**src/rtl/osd_ser_pkg.sv**
```systemverilog
package osd_ser_pkg;
   typedef enum logic [1:0] {
      ST_IDLE  = 2'd0,
      ST_FETCH = 2'd1,
      ST_SHIFT = 2'd2,
      ST_DONE  = 2'd3
   } ser_state_t;
endpackage

```
**src/rtl/osd_ser_ctrl.sv**
```systemverilog
module osd_ser_ctrl
   import osd_ser_pkg::*;
#(
   parameter int CNT_W = 8
) (
   input  logic             clk,
   input  logic             rst,
   input  logic             line_start,
   input  logic [CNT_W-1:0] char_count,
   input  logic             font_valid,
   input  logic             col_end,
   output logic [CNT_W-1:0] col,
   output logic             cap,
   output logic             load,
   output logic             active,
   output logic             font_req,
   output logic             line_done
);
   ser_state_t       state;
   logic [CNT_W-1:0] cnt_q;
   logic             last_col;

   assign cap       = (state == ST_IDLE) && line_start;
   assign load      = (state == ST_FETCH) && font_valid;
   assign active    = (state == ST_SHIFT);
   assign font_req  = (state == ST_FETCH);
   assign line_done = (state == ST_DONE);
   assign last_col  = (col == (cnt_q - 1'b1));

   always_ff @(posedge clk) begin
      if (rst) begin
         state <= ST_IDLE;
         col   <= '0;
         cnt_q <= '0;
      end else begin
         case (state)
            ST_IDLE: begin
               if (line_start) begin
                  cnt_q <= char_count;
                  col   <= '0;
                  state <= (char_count == '0) ? ST_DONE : ST_FETCH;
               end
            end
            ST_FETCH: begin
               if (font_valid) state <= ST_SHIFT;
            end
            ST_SHIFT: begin
               if (col_end) begin
                  if (last_col) begin
                     state <= ST_DONE;
                  end else begin
                     col   <= col + 1'b1;
                     state <= ST_FETCH;
                  end
               end
            end
            default: state <= ST_IDLE;
         endcase
      end
   end
endmodule

```
**src/rtl/osd_ser_width.sv**
```systemverilog
module osd_ser_width #(
   parameter int MASK_W = 32,
   parameter int CNT_W  = 8
) (
   input  logic              clk,
   input  logic              rst,
   input  logic              cap,
   input  logic [MASK_W-1:0] mask_in,
   input  logic [CNT_W-1:0]  col,
   output logic              dbl
);
   localparam int MIDX_W = (MASK_W > 1) ? $clog2(MASK_W) : 1;

   logic [MASK_W-1:0] mask_q;

   always_ff @(posedge clk) begin
      if (rst)      mask_q <= '0;
      else if (cap) mask_q <= mask_in;
   end

   generate
      if ((1 << CNT_W) > MASK_W) begin : g_limited
         localparam logic [CNT_W-1:0] LIM = CNT_W'(MASK_W);
         assign dbl = (col < LIM) && mask_q[MIDX_W'(col)];
      end else begin : g_full
         assign dbl = mask_q[MIDX_W'(col)];
      end
   endgenerate
endmodule

```
**src/rtl/osd_ser_shift.sv**
```systemverilog
module osd_ser_shift #(
   parameter int FONT_W    = 12,
   parameter bit MSB_FIRST = 1'b1
) (
   input  logic              clk,
   input  logic              rst,
   input  logic              load,
   input  logic [FONT_W-1:0] slice,
   input  logic              dbl,
   input  logic              active,
   input  logic              pix_en,
   output logic              pix_out,
   output logic              pix_valid,
   output logic              col_end
);
   localparam int BIT_W = $clog2(FONT_W);
   localparam logic [BIT_W-1:0] LAST = BIT_W'(FONT_W - 1);

   logic [FONT_W-1:0] sreg, sreg_nx;
   logic [BIT_W-1:0]  bit_cnt;
   logic              rep, dbl_q, head, step, advance;

   generate
      if (MSB_FIRST) begin : g_msb
         assign head    = sreg[FONT_W-1];
         assign sreg_nx = {sreg[FONT_W-2:0], 1'b0};
      end else begin : g_lsb
         assign head    = sreg[0];
         assign sreg_nx = {1'b0, sreg[FONT_W-1:1]};
      end
   endgenerate

   assign step    = active && pix_en;
   assign advance = !dbl_q || rep;
   assign col_end = step && advance && (bit_cnt == LAST);

   always_ff @(posedge clk) begin
      if (rst) begin
         sreg      <= '0;
         bit_cnt   <= '0;
         rep       <= 1'b0;
         dbl_q     <= 1'b0;
         pix_out   <= 1'b0;
         pix_valid <= 1'b0;
      end else begin
         if (load) begin
            sreg    <= slice;
            bit_cnt <= '0;
            rep     <= 1'b0;
            dbl_q   <= dbl;
         end else if (step) begin
            if (advance) begin
               sreg    <= sreg_nx;
               bit_cnt <= bit_cnt + 1'b1;
               rep     <= 1'b0;
            end else begin
               rep <= 1'b1;
            end
         end
         pix_valid <= step;
         pix_out   <= step && head;
      end
   end
endmodule

```
**src/rtl/osd_row_serializer.sv**
```systemverilog
module osd_row_serializer #(
   parameter int FONT_W = 12,
   parameter int MASK_W = 32,
   parameter int CNT_W  = 8
) (
   input  logic              clk,
   input  logic              rst,
   input  logic              pix_en,
   input  logic              line_start,
   input  logic [MASK_W-1:0] dbl_mask,
   input  logic [CNT_W-1:0]  char_count,
   output logic              font_req,
   output logic [CNT_W-1:0]  font_idx,
   input  logic [FONT_W-1:0] font_data,
   input  logic              font_valid,
   output logic              pix_out,
   output logic              pix_valid,
   output logic              line_done
);
   generate
      if (FONT_W < 2) begin : g_bad_font
         $error("FONT_W must be at least 2");
      end
      if (MASK_W < 1) begin : g_bad_mask
         $error("MASK_W must be at least 1");
      end
      if (CNT_W < 1 || CNT_W > 16) begin : g_bad_cnt
         $error("CNT_W must lie in 1..16");
      end
   endgenerate

   logic [CNT_W-1:0] col;
   logic cap, load, active, col_end, dbl;

   osd_ser_ctrl #(.CNT_W(CNT_W)) u_ctrl (
      .clk(clk), .rst(rst), .line_start(line_start), .char_count(char_count),
      .font_valid(font_valid), .col_end(col_end), .col(col), .cap(cap),
      .load(load), .active(active), .font_req(font_req), .line_done(line_done)
   );

   osd_ser_width #(.MASK_W(MASK_W), .CNT_W(CNT_W)) u_width (
      .clk(clk), .rst(rst), .cap(cap), .mask_in(dbl_mask), .col(col), .dbl(dbl)
   );

   osd_ser_shift #(.FONT_W(FONT_W), .MSB_FIRST(1'b1)) u_shift (
      .clk(clk), .rst(rst), .load(load), .slice(font_data), .dbl(dbl),
      .active(active), .pix_en(pix_en), .pix_out(pix_out),
      .pix_valid(pix_valid), .col_end(col_end)
   );

   assign font_idx = col;
endmodule

```
**config.mk**
```make
export PLATFORM = sky130hd
export DESIGN_NAME = osd_row_serializer
export DESIGN_NICKNAME = d
export VERILOG_FILES = /design/src/rtl/osd_ser_pkg.sv /design/src/rtl/osd_ser_ctrl.sv /design/src/rtl/osd_ser_width.sv /design/src/rtl/osd_ser_shift.sv /design/src/rtl/osd_row_serializer.sv
export SDC_FILE = /design/constraint.sdc
export NUM_CORES = 1
export LEC_CHECK = 0
export ABC_AREA = 1
export ABC_CLOCK_PERIOD_IN_PS = 1500
export BUFFER_PORTS_ARGS = -buffer_cell sky130_fd_sc_hd__buf_2
export CAP_MARGIN = 20
export CORE_MARGIN = 2
export CORE_UTILIZATION = 42
export CTS_CLUSTER_DIAMETER = 120
export CTS_CLUSTER_SIZE = 25
export DETAILED_ROUTE_END_ITERATION = 8
export PLACE_DENSITY = 0.67
export SYNTH_ARGS = -nofsm -noshare
export SYNTH_HDL_FRONTEND = slang
export SYNTH_SLANG_ARGS = --single-unit
export TNS_END_PERCENT = 10
```
**constraint.sdc**
```tcl
create_clock -name clk -period 1.5 [get_ports clk]
set_input_delay 0.225 -clock clk [delete_from_list [all_inputs] [get_ports clk]]
set_output_delay 0.225 -clock clk [all_outputs]
set_load 0.01 [all_outputs]
```
==> metrics.json, run 1 <==
{
  "design.final.nets": 652,
  "cp_top_family": "simple AND/OR/NAND/NOR gates",
  "antenna_found_initial": 0,
  "min_period_ps": 1560,
  "post_synth.cell_area_avg_um2": 6.90,
  "dp_hpwl_mm": 6.61,
  "critPathBufInv": 2,
  "pwr_density_cell_nw_per_um2": 1160,
  "failing_checks": "negative setup slack",
  "synth.cell_area_um2": 3380,
  "tritoncts.num_buffers": 9,
  "tritoncts": "yes",
  "worst_vdd_rail_ir_drop_uv": 445,
  "drc": 0,
  "critical_path_class": "reg -> reg",
  "final.period_utilization": 1.04,
  "post-route-worst-setup-slack_ps": -57.3,
  "grt_pass1_vias": 3358,
  "gp_congestion": 0.864,
  "port_buffers": 68,
  "detail_route.wl_per_cell_um": 12.9,
  "final.fill_count": 750,
  "total_negative_setup_slack_ps": -327,
  "slew_headroom": 0.731,
  "start_util": 0.435,
  "drv.max_cap_violation_count": 0,
  "reg_to_reg_setup_timing_slack_ps": -60,
  "core_area_um2": 7770,
  "critical_path_required_ps": 1780,
  "maxSlewViolCount": 0,
  "worstPathMaxFanout": 6,
  "fp.dieW_um": 93.7,
  "final_layout_size_suffix_gt1_frac": 0.319,
  "cts_htree_levels": 3,
  "cts.sinks": 70,
  "met1Wirelength_mm": 4.17,
  "netlist_instances": 490,
  "worst_hold_slack_ps": 121,
  "timing.fmax_mhz": 642,
  "grt_first_pass_wirelength_mm": 14.8,
  "hold_fix_buffers_cts": 0,
  "synth_enable_flop_cells": 0,
  "fp.dieArea_um2": 8790,
  "ys_seq_elements": 70,
  "cts.reportedPaths.clkPinSlew_ps": 80,
  "worstHoldPathType": "in -> reg",
  "yosys-top-cells-area": "sky130_fd_sc_hd__dfxtp_1 41%, sky130_fd_sc_hd__nor2_1 9.4%, sky130_fd_sc_hd__o21ai_0 8.9%, sky130_fd_sc_hd__nand2_1 8.3%, sky130_fd_sc_hd__a21oi_1 6.1%",
  "cpMostUsedCell": "sky130_fd_sc_hd__nand2_1",
  "critPathMaxStageDelay_ps": 360,
  "static_leakage_nw": 1.94,
  "worst_r2r_endpoint": "u_ctrl.col[1]",
  "syn_nets": 550,
  "synthDominantCellAreaShare": 0.414,
  "met2RoutedLength_mm": 4.24,
  "synth.lib_cells_used.distinct": 33,
  "critPathCaptureType": "flip-flop",
  "grt_max_degree": 43,
  "io_pins": 69,
  "drt-pass1-iter-count": 4,
  "grt.overflow.total": 0,
  "postSynth.asyncResetShare": 0,
  "timing.final.hold_violations": 0,
  "r2r_cells": 11,
  "layout-area-overhead-vs-synth_pct": 31.9,
  "finalClockSkew_ps": 12.4,
  "synth_top_cell_by_area": "sky130_fd_sc_hd__dfxtp_1",
  "critical_path.endpoint": "u_ctrl.col[1]",
  "grt_usage": 0.211,
  "std_cell_rows": 32,
  "r2r_start": "u_ctrl.cnt_q[1]",
  "crit_path_start": "u_ctrl.cnt_q[1]",
  "synth_sequential_area_ratio": 0.414,
  "cts_buffer_depth": 2,
  "timing.critical_path.slowest_stage_cell": "sky130_fd_sc_hd__dfxtp_2",
  "clk_root_buffer_cell": "sky130_fd_sc_hd__clkbuf_8",
  "path_cells": "inv_2, ha_4, nand3b_1, nand2_1, nand3_1, nor2_2, nand2_2, buf_6, nand3_2, nand2_1, nor2_1",
  "via_per_inst": 4.97,
  "detail_route.wirelength_mm": 8.97,
  "start_kind": "flip-flop",
  "final-setup-viol-count": 8,
  "rsz0062_at_grt": "true",
  "timing.critical_path.arrival_ps": 1840,
  "postSynth.topFlopCell": "sky130_fd_sc_hd__dfxtp_1",
  "drtAntennaViolNets": 0,
  "insertion_delay_ps": 350,
  "worst_slew_pin_slew_ps": 403,
  "die_h_um": 93.7,
  "antenna-diode-count": 0,
  "detailedRoute.firstIterationViolations": 161,
  "outcome": "finished with violations",
  "timing.critical_path.depth": 11,
  "routed.top_layer": "met4",
  "yosys_warnings": 0,
  "dr_total_vias": 3466,
  "met3_wirelength_um": 352
}
==> how the worst min path moves through the flow <==
stage	from	slack (ps)	endpoint	cells past startpoint
3_5_place_dp	u_shift.sreg[11]	450	u_shift.pix_out	2
5_1_grt	font_data[6]	150	u_shift.sreg[6]	3
2_1_floorplan	font_data[0]	390	u_shift.sreg[0]	2
6_report	dbl_mask[4]	120	u_width.mask_q[4]	3
4_1_cts	dbl_mask[4]	120	u_width.mask_q[4]	3
3_3_place_gp	u_width.mask_q[11]	440	u_width.mask_q[11]	2
==> registers in the layout (all words and copies together) (netlist names) <==
signal,cells
u_shift.pix_out,1
u_shift.dbl_q,1
u_shift.bit_cnt,4
u_shift.rep,1
u_ctrl.col,8
u_ctrl.cnt_q,8
u_width.mask_q,32
u_ctrl.state,2
u_shift.pix_valid,1
u_shift.sreg,12
==> power by group <==
part | total, W | internal (W) | switching [W]
Sequential | 0.00223 | 0.00209 | 0.000142
Clock | 0.00129 | 0.000623 | 0.000668
Combinational | 0.00163 | 0.000707 | 0.000927
Total | 0.00515 | 0.00342 | 0.00174
==> repair_timing <==
action                     in CTS  in global routing
setup endpoints to repair      10                 45
hold endpoints to repair        0                  0
cloned                          0                  0
resized for setup              20                 41
buffers inserted                3                  1
pin swaps                       9                 20
==> cells in the mapped netlist, types with 2 or more instances <==
| cell | count |
|---|---|
| sky130_fd_sc_hd__nor2_1 | 85 |
| sky130_fd_sc_hd__nand2_1 | 75 |
| sky130_fd_sc_hd__dfxtp_1 | 70 |
| sky130_fd_sc_hd__o21ai_0 | 60 |
| sky130_fd_sc_hd__a21oi_1 | 41 |
| sky130_fd_sc_hd__inv_1 | 39 |
| sky130_fd_sc_hd__nand3_1 | 31 |
| sky130_fd_sc_hd__clkbuf_1 | 16 |
| sky130_fd_sc_hd__nor3_1 | 8 |
| sky130_fd_sc_hd__a31oi_1 | 7 |
| sky130_fd_sc_hd__buf_2 | 6 |
| sky130_fd_sc_hd__xor2_1 | 6 |
| sky130_fd_sc_hd__nand4_1 | 5 |
| sky130_fd_sc_hd__o22ai_1 | 5 |
| sky130_fd_sc_hd__o211ai_1 | 4 |
| sky130_fd_sc_hd__a22oi_1 | 3 |
| sky130_fd_sc_hd__ha_1 | 3 |
| sky130_fd_sc_hd__or2_2 | 3 |
| sky130_fd_sc_hd__xnor2_1 | 3 |
| sky130_fd_sc_hd__buf_6 | 2 |
| sky130_fd_sc_hd__clkinv_1 | 2 |
| sky130_fd_sc_hd__inv_2 | 2 |
| sky130_fd_sc_hd__nand2_2 | 2 |
| sky130_fd_sc_hd__nor2_4 | 2 |
| sky130_fd_sc_hd__o21ai_2 | 2 |
==> cell usage in the layout (no fill, tap or decap), drive strengths merged <==
cell,n
dfxtp,70
nor2,87
xor2,6
buf,117
inv,41
clkinv,4
a21oi,41
o21ai,62
nor4,1
ha,3
nand3b,1
o21a,1
nor3b,1
o22ai,5
nand2,78
nand4,5
a31oi,7
or2,3
or4,1
xnor2,3
clkbuf,12
a22oi,3
o211ai,4
nor3,8
nand3,31
==> cell families (layout without fill, tap and decap cells) <==
group	Yosys count	count (layout)	share of synthesized area
adder cells (fa/ha/maj)	3	3	0.0111
XOR/XNOR	9	9	0.0233
flip-flops	70	70	0.414
buffers and inverters	69	174	0.0844
AND/OR/NAND/NOR	216	216	0.272
AO/OA/AOI/OAI	123	123	0.195
==> routing by layer <==
metal	vias to the layer above	GRT usage
li1	1817	-
met4	0	0.111
met5	-	0
met2	79	0.346
met1	1553	0.268
met3	17	0.0305
==> through the flow <==
stage	area, um2	worst slack (ps)	power, W	instances	utilization
2_1_floorplan	3390	-10.4	0.00318	490	-
3_3_place_gp	4090	-61.7	0.00366	679	0.527
3_5_place_dp	4090	-160	0.00369	679	0.527
4_1_cts	4320	-13.6	0.00504	696	0.557
5_1_grt	4460	-165	0.00546	697	0.574
6_report	4460	-57.3	0.00515	697	0.574
==> worst register-to-register path, delay by kind of cell (launching register included) <==
family | cells | cell delay [ps]
simple gates | 8 | 760
buf+inv | 2 | 210
flops | 1 | 360
fa+ha+maj | 1 | 180
==> layout make-up <==
| cell class | count | area (um2) | share of cell area |
|---|---|---|---|
| flip-flops and latches | 70 | 1420 | 0.319 |
| repair buffers | 117 | 756 | 0.169 |
| inverters | 43 | 163 | 0.0365 |
| well taps | 102 | 128 | 0.0286 |
| clock inverters | 2 | 10.0 | 0.00224 |
| multi-input cells | 351 | 1840 | 0.412 |
| clock buffers | 12 | 145 | 0.0325 |
(Power assumes the default switching activity.)
==> run 2: changes to the inputs <==
Settings changed: ABC_AREA 1 to unset.
==> run 2 against run 1 <==
The flow still finishes with violations (negative setup slack). Clock power increased by 6%. Largest power group unchanged. Non-clock buffer count increased by 2. Via count decreased by 11%. Fmax decreased by 30%. Hold slack got worse by 14 ps. Sequential power decreased by 9.4%. Clock skew decreased by 4.9 ps. Die area decreased by 1.2%. Design area decreased by 2.1%. Critical path depth decreased by 3. First-iteration DRC count decreased by 2.5%.
==> metrics.json, run 2 <==
{
  "core_area_um2": 7730,
  "timing.critical_path.depth": 8,
  "final_layout_size_suffix_gt1_frac": 0.371,
  "post-layout-total-power_w": 0.00410,
  "yosys_warnings": 0,
  "maxSlewViolCount": 0,
  "timing.fmax_mhz": 449,
  "synth.lib_cells_used.distinct": 47,
  "failing_checks": "negative setup slack",
  "detail_route.wl_per_cell_um": 14.0,
  "worst_hold_slack_ps": 108,
  "post_synth.cell_area_avg_um2": 8.72,
  "drt-pass1-iter-count": 4,
  "rsz0062_at_grt": "true",
  "swShare": 0.282,
  "detail_route.wirelength_mm": 8.33,
  "timing.critical_path.arrival_ps": 2460,
  "drc": 0,
  "start_util": 0.432,
  "min_period_ps": 2230,
  "ys_seq_elements": 70,
  "fp.dieArea_um2": 8680,
  "met3_usage": 0.0427,
  "dr_total_vias": 3085,
  "syn_nets": 443,
  "die_h_um": 93.2,
  "gp_congestion": 0.861,
  "top_regs": "u_width.mask_q x32, u_shift.sreg x12",
  "cts.reportedPaths.clkPinSlew_ps": 80,
  "cts_buffer_depth": 2,
  "via_per_inst": 5.20,
  "cts_setup_buffers": 0,
  "grt_pass1_vias": 3020,
  "critical_path_required_ps": 1740,
  "antenna-diode-count": 0,
  "cts.sinks": 70,
  "globalRouteMet2Util": 0.328,
  "combinationalPowerShare": 0.173,
  "grt.overflow.total": 0,
  "grt_util_met1": 0.257,
  "timing.critical_path.slowest_stage_cell": "sky130_fd_sc_hd__or4_4",
  "regMostFlops": "u_width.mask_q",
  "grt_usage": 0.201,
  "power.net_switching_w": 0.00115,
  "gr-max-usage-layer": "met2",
  "drtAntennaViolNets": 0,
  "io_pins": 69,
  "worstPathMaxFanout": 9,
  "worstHoldPathType": "in -> reg",
  "share_seq_of_total_power": 0.493,
  "start_kind": "flip-flop",
  "drv.max_cap_violation_count": 0,
  "critical_path_class": "reg -> reg",
  "layout-area-overhead-vs-synth_pct": 30.8,
  "cts_htree_levels": 3,
  "antenna_found_initial": 0,
  "cp_top_family": "simple AND/OR/NAND/NOR gates",
  "insertion_delay_ps": 350,
  "synthMostInstantiatedCell": "sky130_fd_sc_hd__nand2_1",
  "std_cell_rows": 32,
  "critPathBufInv": 1,
  "design_internal_power_w": 0.00294,
  "layout_common_cells": "87 x sky130_fd_sc_hd__nand2_1, 68 x sky130_fd_sc_hd__buf_2, 66 x sky130_fd_sc_hd__dfxtp_1, 46 x sky130_fd_sc_hd__buf_4, 42 x sky130_fd_sc_hd__a21oi_1",
  "final-setup-viol-count": 10,
  "dp_hpwl_mm": 5.97,
  "post-route-worst-setup-slack_ps": -727,
  "yosys-top-cells-count": "87 x sky130_fd_sc_hd__nand2_1, 70 x sky130_fd_sc_hd__dfxtp_1, 45 x sky130_fd_sc_hd__a21oi_1",
  "synth_enable_flop_cells": 0,
  "worst_slew_pin_slew_ps": 440,
  "final.period_utilization": 1.48,
  "r2r_cells": 8,
  "postSynth.asyncResetShare": 0,
  "worst_vdd_rail_ir_drop_uv": 495,
  "tritoncts.num_buffers": 9,
  "port_buffers": 68,
  "clk_root_buffer_cell": "sky130_fd_sc_hd__clkbuf_8",
  "path_cells": "inv_2, ha_4, or3b_4, or4_4, a211oi_4, o211a_4, nand4b_1, a21oi_2",
  "grt_max_degree": 41,
  "synthDominantCellAreaShare": 0.419,
  "fp.dieW_um": 93.2,
  "postSynth.topFlopCell": "sky130_fd_sc_hd__dfxtp_1",
  "design.final.nets": 546,
  "synth_sequential_area_ratio": 0.419,
  "outcome": "finished with violations",
  "synth_top_cell_by_area": "sky130_fd_sc_hd__dfxtp_1",
  "timing.final.hold_violations": 0,
  "netlist_instances": 383,
  "static_leakage_nw": 1.77,
  "largest_register_ff_count": 32,
  "synth.cell_area_um2": 3340,
  "worstHoldPathCells": 3,
  "mostFrequentLayoutCell": "sky130_fd_sc_hd__nand2_1",
  "slew_headroom": 0.704,
  "power_frac_clock": 0.334,
  "critPathCaptureType": "flip-flop",
  "tritoncts": "yes",
  "detailedRoute.firstIterationViolations": 157,
  "critPathMaxStageDelay_ps": 440,
  "yosys-top-cells-area": "sky130_fd_sc_hd__dfxtp_1 42%, sky130_fd_sc_hd__nand2_1 9.8%, sky130_fd_sc_hd__a21oi_1 6.7%, sky130_fd_sc_hd__mux4_2 6.1%, sky130_fd_sc_hd__mux2i_1 3.9%",
  "pwr_density_cell_nw_per_um2": 938,
  "grt_first_pass_wirelength_mm": 13.7,
  "finalClockSkew_ps": 7.52,
  "postLayoutCoreUtil": 0.565
}
-- run 2: timing repair --
action / 4_1_cts / 5_1_grt
resized for setup: 9 / 5
gates cloned: 1 / 0
setup endpoints to repair: 10 / 13
hold buffers: 0 / 0
pin swaps: 3 / 3
-- run 2: cell type report --
cell class	instances	area, um2
multi-input cells	282	1860
well taps	102	128
fillers	702	3360
inverters	4	15.0
clock inverters	6	37.5
flip-flops and latches	70	1410
repair buffers	119	786
clock buffers	10	138
-- run 2: cells by family (layout without fill, tap and decap cells) --
logic type / after synthesis / in the layout / synth area share
XOR/XNOR: 10 / 10 / 0.0262
flip-flops: 70 / 70 / 0.419
AO/OA/AOI/OAI: 85 / 86 / 0.169
buffers and inverters: 32 / 139 / 0.0453
adder cells (fa/ha/maj): 3 / 3 / 0.0112
AND/OR/NAND/NOR: 161 / 161 / 0.229
multiplexers: 22 / 22 / 0.0996
-- run 2: worst paths after layout --
kind | startpoint | endpoint | slack (ps)
setup / recovery | u_ctrl.cnt_q[1] | u_ctrl.col[1] | -730
hold / removal | dbl_mask[2] | u_width.mask_q[2] | 110
setup reg to reg | u_ctrl.cnt_q[1] | u_ctrl.col[1] | -730
hold reg to reg | u_width.mask_q[6] | u_width.mask_q[6] | 460
-- run 2: per-layer routing --
layer,share of wire,wire length (um),vias to the layer above
met1,0.45,3710,1443
met3,0.046,379,16
met5,0,0,-
met2,0.49,4060,82
met4,0.021,176,0
li1,-,-,1544
-- run 2: power by group through the flow --
stage	Combinational, W	Sequential (W)	Clock (W)
after floorplan	0.000396	0.00205	0
after global placement	0.000660	0.00206	0
after detailed placement	0.000676	0.00206	0
after CTS	0.000705	0.00202	0.00138
after global routing	0.000782	0.00203	0.00149
final	0.000709	0.00202	0.00137
-- run 2: worst reg2reg max path, delay by kind of cell, from the launching register on --
family | cells | cell delay (ps)
buffers and inverters | 1 | 70
AOI/OAI and AO/OA | 3 | 630
adders and majority gates | 1 | 130
DFF | 1 | 330
and+or+nand+nor | 3 | 960
-- run 2: per-stage QoR --
step                      std cells  setup slack (ps)  instance area [um2]  TNS (ps)
after detailed placement        576              -734                 4120     -6850
after floorplan                 383              -686                 3350     -6970
after global routing            593              -793                 4370     -7190
after CTS                       593              -709                 4350     -6510
after global placement          576              -667                 4120     -6220
final                           593              -727                 4370     -6640
